$ cat src/rtl/cfg_loader_pkg.sv
package cfg_loader_pkg;

   localparam int CHK_W = 16;
   localparam logic [CHK_W-1:0] CRC_POLY = 16'h8005;

   typedef enum logic [1:0] {
      LD_FRAME = 2'd0,
      LD_CHECK = 2'd1,
      LD_PASS  = 2'd2,
      LD_FAULT = 2'd3
   } ld_state_t;

   // one serial CRC step, data bit enters at the top
   function automatic logic [CHK_W-1:0] crc_step(input logic [CHK_W-1:0] c, input logic b);
      logic fb;
      logic [CHK_W-1:0] n;
      fb = c[CHK_W-1] ^ b;
      n  = {c[CHK_W-2:0], 1'b0};
      if (fb) n = n ^ CRC_POLY;
      return n;
   endfunction

endpackage

$ cat src/rtl/cfg_crc_lane.sv
module cfg_crc_lane
   import cfg_loader_pkg::*;
#(
   parameter int LANE_W = 1
) (
   input  logic              clk,
   input  logic              rst_n,
   input  logic              clr,
   input  logic              en,
   input  logic [LANE_W-1:0] lane,
   output logic [CHK_W-1:0]  crc
);

   logic [CHK_W-1:0] crc_nxt;

   always_comb begin
      crc_nxt = crc;
      for (int i = LANE_W - 1; i >= 0; i--) begin
         crc_nxt = crc_step(crc_nxt, lane[i]);
      end
   end

   always_ff @(posedge clk or negedge rst_n) begin
      if (!rst_n)   crc <= '0;
      else if (clr) crc <= '0;
      else if (en)  crc <= crc_nxt;
   end

endmodule

$ cat src/rtl/cfg_word_shifter.sv
module cfg_word_shifter #(
   parameter int WORD_W = 32,
   parameter int LANE_W = 1
) (
   input  logic              clk,
   input  logic              rst_n,
   input  logic              clr,
   input  logic              en,
   input  logic [LANE_W-1:0] lane,
   output logic [WORD_W-1:0] word_nxt
);

   logic [WORD_W-1:0] sh_q;

   generate
      if (LANE_W == WORD_W) begin : g_full_lane
         assign word_nxt = lane;
      end else begin : g_part_lane
         assign word_nxt = {sh_q[WORD_W-LANE_W-1:0], lane};
      end
   endgenerate

   always_ff @(posedge clk or negedge rst_n) begin
      if (!rst_n)   sh_q <= '0;
      else if (clr) sh_q <= '0;
      else if (en)  sh_q <= word_nxt;
   end

endmodule

$ cat src/rtl/cfg_chain_out.sv
module cfg_chain_out #(
   parameter int LANE_W = 1
) (
   input  logic              clk,
   input  logic              rst_n,
   input  logic              pass,
   input  logic [LANE_W-1:0] din,
   output logic [LANE_W-1:0] dout
);

   always_ff @(posedge clk or negedge rst_n) begin
      if (!rst_n)     dout <= '1;
      else if (!pass) dout <= '1;
      else            dout <= din;
   end

endmodule

$ cat src/rtl/cfg_serial_loader.sv
module cfg_serial_loader
   import cfg_loader_pkg::*;
#(
   parameter int  LANE_W       = 1,
   parameter int  WORD_W       = 32,
   parameter int  NUM_FRAMES   = 64,
   parameter int  GROUP_FRAMES = 8,
   localparam int AW           = (NUM_FRAMES > 1) ? $clog2(NUM_FRAMES) : 1
) (
   input  logic              clk,
   input  logic              rst_n,
   input  logic              load_en,
   input  logic [LANE_W-1:0] din,
   output logic [LANE_W-1:0] dout,
   output logic              frame_we,
   output logic [AW-1:0]     frame_addr,
   output logic [WORD_W-1:0] frame_data,
   output logic              crc_err,
   output logic              load_done
);

   localparam int LPW  = WORD_W / LANE_W;
   localparam int CLN  = CHK_W / LANE_W;
   localparam int LC_W = (LPW > 1) ? $clog2(LPW) : 1;
   localparam int GW   = (GROUP_FRAMES > 1) ? $clog2(GROUP_FRAMES) : 1;
   localparam int FT_W = $clog2(NUM_FRAMES + 1);

   generate
      if (CHK_W % LANE_W != 0) begin : g_bad_lane
         $error("LANE_W must divide the 16-bit check word");
      end
      if (WORD_W % LANE_W != 0 || WORD_W < CHK_W) begin : g_bad_word
         $error("WORD_W must be a multiple of LANE_W and at least 16");
      end
      if (NUM_FRAMES < 2 || NUM_FRAMES % GROUP_FRAMES != 0) begin : g_bad_frames
         $error("NUM_FRAMES must be >= 2 and a multiple of GROUP_FRAMES");
      end
   endgenerate

   ld_state_t         state;
   logic [LC_W-1:0]   lane_cnt;
   logic [GW-1:0]     grp_cnt;
   logic [FT_W-1:0]   frame_total;
   logic [WORD_W-1:0] word_nxt;
   logic [CHK_W-1:0]  crc;
   logic              accept, in_frame, word_end, chk_end, crc_match;

   assign in_frame  = (state == LD_FRAME);
   assign accept    = load_en && (in_frame || state == LD_CHECK);
   assign word_end  = accept && in_frame && (lane_cnt == LC_W'(LPW - 1));
   assign chk_end   = accept && (state == LD_CHECK) && (lane_cnt == LC_W'(CLN - 1));
   assign crc_match = (word_nxt[CHK_W-1:0] == crc);

   cfg_word_shifter #(.WORD_W(WORD_W), .LANE_W(LANE_W)) u_shift (
      .clk(clk), .rst_n(rst_n), .clr(!load_en), .en(accept),
      .lane(din), .word_nxt(word_nxt)
   );

   cfg_crc_lane #(.LANE_W(LANE_W)) u_crc (
      .clk(clk), .rst_n(rst_n), .clr(!load_en || chk_end),
      .en(accept && in_frame), .lane(din), .crc(crc)
   );

   cfg_chain_out #(.LANE_W(LANE_W)) u_chain (
      .clk(clk), .rst_n(rst_n), .pass(load_en && state == LD_PASS),
      .din(din), .dout(dout)
   );

   always_ff @(posedge clk or negedge rst_n) begin
      if (!rst_n) begin
         state       <= LD_FRAME;
         lane_cnt    <= '0;
         grp_cnt     <= '0;
         frame_total <= '0;
         frame_we    <= 1'b0;
         frame_addr  <= '0;
         frame_data  <= '0;
         crc_err     <= 1'b0;
         load_done   <= 1'b0;
      end else if (!load_en) begin
         state       <= LD_FRAME;
         lane_cnt    <= '0;
         grp_cnt     <= '0;
         frame_total <= '0;
         frame_we    <= 1'b0;
         crc_err     <= 1'b0;
         load_done   <= 1'b0;
      end else begin
         frame_we <= 1'b0;
         if (accept) begin
            if (word_end || chk_end) lane_cnt <= '0;
            else                     lane_cnt <= lane_cnt + 1'b1;
         end
         if (word_end) begin
            frame_we    <= 1'b1;
            frame_data  <= word_nxt;
            frame_addr  <= frame_total[AW-1:0];
            frame_total <= frame_total + 1'b1;
            if (grp_cnt == GW'(GROUP_FRAMES - 1)) begin
               grp_cnt <= '0;
               state   <= LD_CHECK;
            end else begin
               grp_cnt <= grp_cnt + 1'b1;
            end
         end
         if (chk_end) begin
            if (!crc_match) begin
               state   <= LD_FAULT;
               crc_err <= 1'b1;
            end else if (frame_total == FT_W'(NUM_FRAMES)) begin
               state     <= LD_PASS;
               load_done <= 1'b1;
            end else begin
               state <= LD_FRAME;
            end
         end
      end
   end

endmodule

$ cat config.mk
export PLATFORM = sky130hd
export DESIGN_NAME = cfg_serial_loader
export DESIGN_NICKNAME = d
export VERILOG_FILES = /design/src/rtl/cfg_loader_pkg.sv /design/src/rtl/cfg_crc_lane.sv /design/src/rtl/cfg_word_shifter.sv /design/src/rtl/cfg_chain_out.sv /design/src/rtl/cfg_serial_loader.sv
export SDC_FILE = /design/constraint.sdc
export NUM_CORES = 1
export LEC_CHECK = 0
export CAP_MARGIN = 20
export CORE_MARGIN = 2
export CORE_UTILIZATION = 30
export DETAILED_ROUTE_END_ITERATION = 8
export PLACE_DENSITY_LB_ADDON = 0.08
export SLEW_MARGIN = 20
export SYNTH_ARGS = -nofsm -noshare
export SYNTH_HDL_FRONTEND = slang
export SYNTH_SLANG_ARGS = --single-unit
$ cat constraint.sdc
create_clock -name clk -period 2.5 [get_ports clk]
set_input_delay 0.375 -clock clk [delete_from_list [all_inputs] [get_ports clk]]
set_output_delay 0.375 -clock clk [all_outputs]
set_load 0.005 [all_outputs]
==> results.yml, run 1 <==
status:
  status: "finished clean"
yosys:
  syn_avg_cell_area_um2: 13.1
  post-synth-top-count-cell: "dfrtp_1"
  yosysSeqAreaShare: 0.583
  yosys_warnings: 0
  synth-edff-count: 0
  yosys.area_share.simple: 0.103
  synth_top_family_by_area: "multiplexers"
  synth.mux.area_fraction: 0.167
  synth_top_area_frac: 0.577
  synth_fa_ha_area_frac: 0.0192
  synth.cell_area_um2: 4550
  synthFlopType: "dfrtp_1"
  ys_ff_latch: 106
  synth_cells: 348
  synthTopCellsByArea: "dfrtp_1 58%, mux2_2 9.4%, mux2i_1 7.3%"
  synth_fp_nets: 359
  synth_top_cell_by_area: "dfrtp_1"
  synth_compound_area_frac: 0.0539
  synth_top_cells_by_count: "105 x dfrtp_1, 38 x mux2_2, 35 x nor2b_1"
  synth.distinct_cells: 36
  async_reset_ff_frac: 1.00
  synth-xor-area-share: 0.0500
power_and_ir_drop:
  pwr_density_cell_nw_per_um2: 591
  vdd_drop_max_mv: 0.281
  leakage_nw: 2.43
critical_path:
  crit_slowest_cell: "and4bb_2"
  cp-end-kind: "flop"
  critPathArrivalTime_ps: 2500
  crit_top_cell: "ha_1"
  required_ps: 2770
  slowest_delay_ps: 530
  cp_cell_sequence: "ha_1 > and3_1 > ha_1 > and4bb_2 > nand4_2 > or3_1 > a21boi_1"
  critPathTopFamily: "simple AND/OR/NAND/NOR gates"
  start_kind: "flop"
  path_buf_inv: 0
  path_class: "reg2reg"
  path_max_fanout: 12
finish:
  multi_input_comb_area_um2: 1790
  final_nets: 405
  post-route-util: 0.371
  num_antenna_cells: 0
  filler_cell_count: 1465
  regArea_um2: 2660
  drive_above_1_share: 0.171
  syn_to_final_growth_pct: 22.7
clock_tree:
  htreeDepth: 3
  clk_latency_ps: 340
  cts_tree: "built"
  numClockSinks: 106
  clockBufferDepth: 2
  clkTransAtPathRegs_ps: 70
  cts_root_buffer: "clkbuf_16"
  cts_buffers: 9
detailed_routing:
  wl_met2_um: 3990
  ant_nets: 0
  drc: 0
  drt_iter0_markers: 113
  postRouteWirelength_um: 9170
  wl_met1_um: 4760
  firstDrtPassIters: 4
  wl_per_cell_um: 15.7
  vias: 2717
  dr.max_layer_used: "met4"
  wl_met3_um: 303
  vias_per_cell: 4.64
floorplanning:
  core-area_um2: 15000
  start_util: 0.303
  row_count: 45
  die_w_um: 127
  die_height_um: 127
  ioPinCount: 46
  die-area_um2: 16200
global_routing:
  grt_use_total: 0.124
  grt_max_degree: 55
  grt_pass1_wl_um: 15700
  grt_pass1_vias: 2926
  antenna_found_initial: 0
  overflow: 0
sta:
  hold_viol: 0
  period_minus_slack_ps: 2220
  maxSlewHeadroom: 0.608
  rsz0062_at_grt: "no"
  tightest_slew_ps: 582
  drv_slew: 0
  setup_viol: 0
  post-route-period-util: 0.890
  clock_skew_ps: 7.92
  timing.fmax_mhz: 450
  fin_tns_setup_ps: 0
placement:
  gp_congestion: 0.693
  io_buffer_count: 45
  hpwlAfterDp_um: 5870
run:
  max_cap_viol_count: 0
worst_hold_path:
  hold_class: "in2async"
[final cells by class]
cell class / count / area share
Inverter: 4 / 0.00269
Sequential cell: 106 / 0.475
Timing Repair Buffer: 56 / 0.107
Clock buffer: 12 / 0.0459
Multi-Input combinational cell: 217 / 0.320
Tap cell: 188 / 0.0421
Clock inverter: 3 / 0.00717
[repair_timing]
| action | 4_1_cts | 5_1_grt |
|---|---|---|
| hold endpoints to repair | 22 | 0 |
| gates resized for setup | 0 | 0 |
| hold buffers | 1 | 0 |
| buffers inserted | 0 | 0 |
[stage by stage]
step	area, um^2	instances	worst slack, ps	total power [mW]	hold slack, ps
3_5_place_dp	5280	570	216	1.91	323
5_1_grt	5580	586	101	3.45	518
4_1_cts	5580	586	252	3.37	507
2_1_floorplan	4550	348	646	1.84	79.4
3_3_place_gp	5280	570	262	1.91	319
6_report	5580	586	276	3.30	500
[cell usage in the layout (no fill, tap or decap), drive strengths merged, types with 5 or more instances in the layout]
| master | synthesis | final |
|---|---|---|
| nor2 | 5 | 5 |
| dfrtp | 105 | 105 |
| mux2 | 38 | 38 |
| clkdlybuf4s50 | 0 | 44 |
| and2 | 6 | 6 |
| ha | 7 | 7 |
| clkbuf | 9 | 12 |
| a22o | 14 | 14 |
| nor2b | 35 | 35 |
| nand2 | 13 | 13 |
| nand4 | 7 | 7 |
| o21ai | 7 | 7 |
| mux2i | 33 | 33 |
| buf | 12 | 11 |
| xnor2 | 22 | 22 |
[worst paths after layout]
| kind | cells past startpoint | slack, ps | startpoint | end |
|---|---|---|---|---|
| worst max-delay path | 7 | 280 | lane_cnt[0]$_DFFE_PN0P_ | frame_total[6]$_DFFE_PN0P_ |
| worst min register to register | 1 | 500 | frame_addr[3]$_DFFE_PN0P_ | frame_addr[3]$_DFFE_PN0P_ |
| min in group clk | 1 | 500 | frame_addr[3]$_DFFE_PN0P_ | frame_addr[3]$_DFFE_PN0P_ |
| worst min-delay path | 2 | 500 | rst_n | u_shift.sh_q[9]$_DFFE_PN0P_ |
| worst max register to register | 7 | 280 | lane_cnt[0]$_DFFE_PN0P_ | frame_total[6]$_DFFE_PN0P_ |
| max in group asynchronous | 3 | 1420 | rst_n | u_chain.dout$_DFF_PN1_ |
[state kept, by name, summed over array words and instances, names as in the netlist]
| register | count |
|---|---|
| u_chain.dout | 1 |
| frame_we | 1 |
| grp_cnt | 3 |
| crc_err | 1 |
| frame_total | 7 |
| load_done | 1 |
| frame_addr | 6 |
| u_crc.crc | 16 |
| u_shift.sh_q | 31 |
| frame_data | 32 |
| lane_cnt | 5 |
| state | 2 |
[power by group]
part,leakage (nW),internal [mW],switching [mW]
Sequential,1.47,1.73,0.0158
Combinational,0.816,0.0516,0.0778
Clock,0.148,0.823,0.602
[cell families (layout without fill, tap and decap cells)]
group                      after synthesis  count (layout)
DFF                                    106             106
and+or+nand+nor                         80              80
xor gates and xnor gates                26              26
adders and majority gates                7               7
muxes                                   71              71
AOI/OAI and AO/OA                       33              33
buffers and inverters                   25              75
[layer usage]
layer,GRT usage,vias to the layer above
met5,0,-
met4,0.0388,0
met3,0.0352,6
met2,0.179,37
met1,0.180,1376
li1,-,1298
Power figures use the tool's default switching activity.
==> inputs of run 2 (changes only) <==
CORE_UTILIZATION = 56   (was 30)
==> results.yml, run 2 (synthesis results as in run 1) <==
status:
  status: "finished clean"
critical_path:
  cp-end-kind: "flop"
  critPathArrivalTime_ps: 2420
  r2r-end: "frame_addr[5]$_DFFE_PN0P_"
  crit_slowest_cell: "and4bb_2"
  ff2ff_path_depth: 6
  path_max_fanout: 14
  path_buf_inv: 1
  slowest_delay_ps: 430
  timing.rr.start: "lane_cnt[0]$_DFFE_PN0P_"
  rrSetupSlack_ps: 340
  cp_cell_sequence: "ha_1 > and3_1 > ha_1 > and4bb_2 > buf_4 > mux2_2"
  path_class: "reg2reg"
  crit_top_cell: "ha_1"
  critPathTopFamily: "simple AND/OR/NAND/NOR gates"
  required_ps: 2760
  start_kind: "flop"
detailed_routing:
  postRouteWirelength_um: 8090
  firstDrtPassIters: 6
  wl_per_cell_um: 16.2
  drt_iter0_markers: 129
  vias: 2767
  drc: 0
  ant_nets: 0
  vias_per_cell: 5.55
sta:
  hold_slack_ps: 49.6
  hold_viol: 0
  period_minus_slack_ps: 2160
  fin_tns_setup_ps: 0
  maxSlewHeadroom: 0.507
  timing.fmax_mhz: 463
  rsz0062_at_grt: "no"
  tightest_slew_ps: 732
  fin_ws_ps: 338
  setup_viol: 0
  clock_skew_ps: 12.8
  drv_slew: 0
  post-route-period-util: 0.865
power_and_ir_drop:
  leakage_nw: 2.36
  vdd_drop_max_mv: 0.414
  pwr_density_cell_nw_per_um2: 553
clock_tree:
  cts_resized: 0
  htreeDepth: 3
  clk_latency_ps: 370
  cts_hold_buf: 0
  cts_root_buffer: "clkbuf_8"
  clockBufferDepth: 2
  numClockSinks: 106
  cts_buffers: 9
  clkTransAtPathRegs_ps: 100
  post-cts-setup-buffers: 0
  cts_tree: "built"
finish:
  drive_above_1_share: 0.171
  syn_to_final_growth_pct: 16.7
  largest-register: "frame_data"
  num_antenna_cells: 0
  reg_top3: "frame_data (32), u_shift.sh_q (31), u_crc.crc (16)"
  final_cell_mix: "104 x dfrtp_1, 44 x clkdlybuf4s50_1, 38 x mux2_2"
  filler_cell_count: 591
  final_common_cell: "dfrtp_1"
  final_nets: 403
  largest_reg_flops: 32
floorplanning:
  start_util: 0.583
  core-area_um2: 7810
  die-area_um2: 8870
  ioPinCount: 46
  die_height_um: 94.2
  die_w_um: 94.2
  row_count: 32
placement:
  hpwlAfterDp_um: 5350
  gp_congestion: 0.770
  io_buffer_count: 45
  preCtsSetupSlack_ps: 148
global_routing:
  grt_use_total: 0.208
  grt_pass1_vias: 2854
  grt_pass1_wl_um: 14300
  overflow: 0
  antenna_found_initial: 0
  grt_max_degree: 56
worst_hold_path:
  hold_class: "in2async"
run:
  max_cap_viol_count: 0
## run 2: changes by cell type in the layout (fill, tap and decap cells not counted)
cell / delta
clkinv_2: -1
clkbuf_16: -9
clkinv_4: +1
clkbuf_8: +7
buf_12: -4
inv_8: +1
buf_4: +3
inv_6: +2
dlygate4sd3_1: -1
## run 2: power by group
part | total [mW] | switching [mW] | internal [mW]
clock network | 1.08 | 0.600 | 0.478
registers | 1.74 | 0.0165 | 1.73
logic | 0.116 | 0.0725 | 0.0438
total | 2.94 | 0.689 | 2.25
## run 2: layer usage
layer / share of wire / track usage
met1: 0.48 / 0.302
met2: 0.47 / 0.317
met3: 0.042 / 0.0465
met4: 0.014 / 0.0616
met5: 0 / 0
## run 2: area by class of cell
| class | count | area [um^2] | area share |
|---|---|---|---|
| sequential | 106 | 2660 | 0.500 |
| multi-input combinational | 217 | 1790 | 0.336 |
| timing repair buffer | 54 | 528 | 0.0994 |
| clock buffer | 10 | 128 | 0.0240 |
| tap | 102 | 128 | 0.0240 |
| clock inverter | 6 | 72.6 | 0.0137 |
| inverter | 4 | 15.0 | 0.00283 |
## run 2: metrics by stage
stage	instances	instance area [um^2]	utilization	total power, mW
2_1_floorplan	348	4550	-	1.84
3_3_place_gp	483	5110	0.655	1.89
3_5_place_dp	483	5110	0.655	1.90
4_1_cts	499	5310	0.680	2.97
5_1_grt	499	5310	0.680	3.05
6_report	499	5310	0.680	2.94
## run 2: worst max-delay path by stage
| stage | from | cells past startpoint | slack (ps) | to |
|---|---|---|---|---|
| after global placement | din | 5 | 150 | state[1]$_DFFE_PN0P_ |
| after CTS | lane_cnt[0]$_DFFE_PN0P_ | 6 | 330 | frame_addr[5]$_DFFE_PN0P_ |
| after detailed placement | din | 5 | 150 | state[1]$_DFFE_PN0P_ |
| after floorplan | lane_cnt[0]$_DFFE_PN0P_ | 9 | 650 | state[0]$_DFFE_PN0P_ |
| final | lane_cnt[0]$_DFFE_PN0P_ | 6 | 340 | frame_addr[5]$_DFFE_PN0P_ |
| after global routing | lane_cnt[0]$_DFFE_PN0P_ | 7 | 180 | frame_total[6]$_DFFE_PN0P_ |
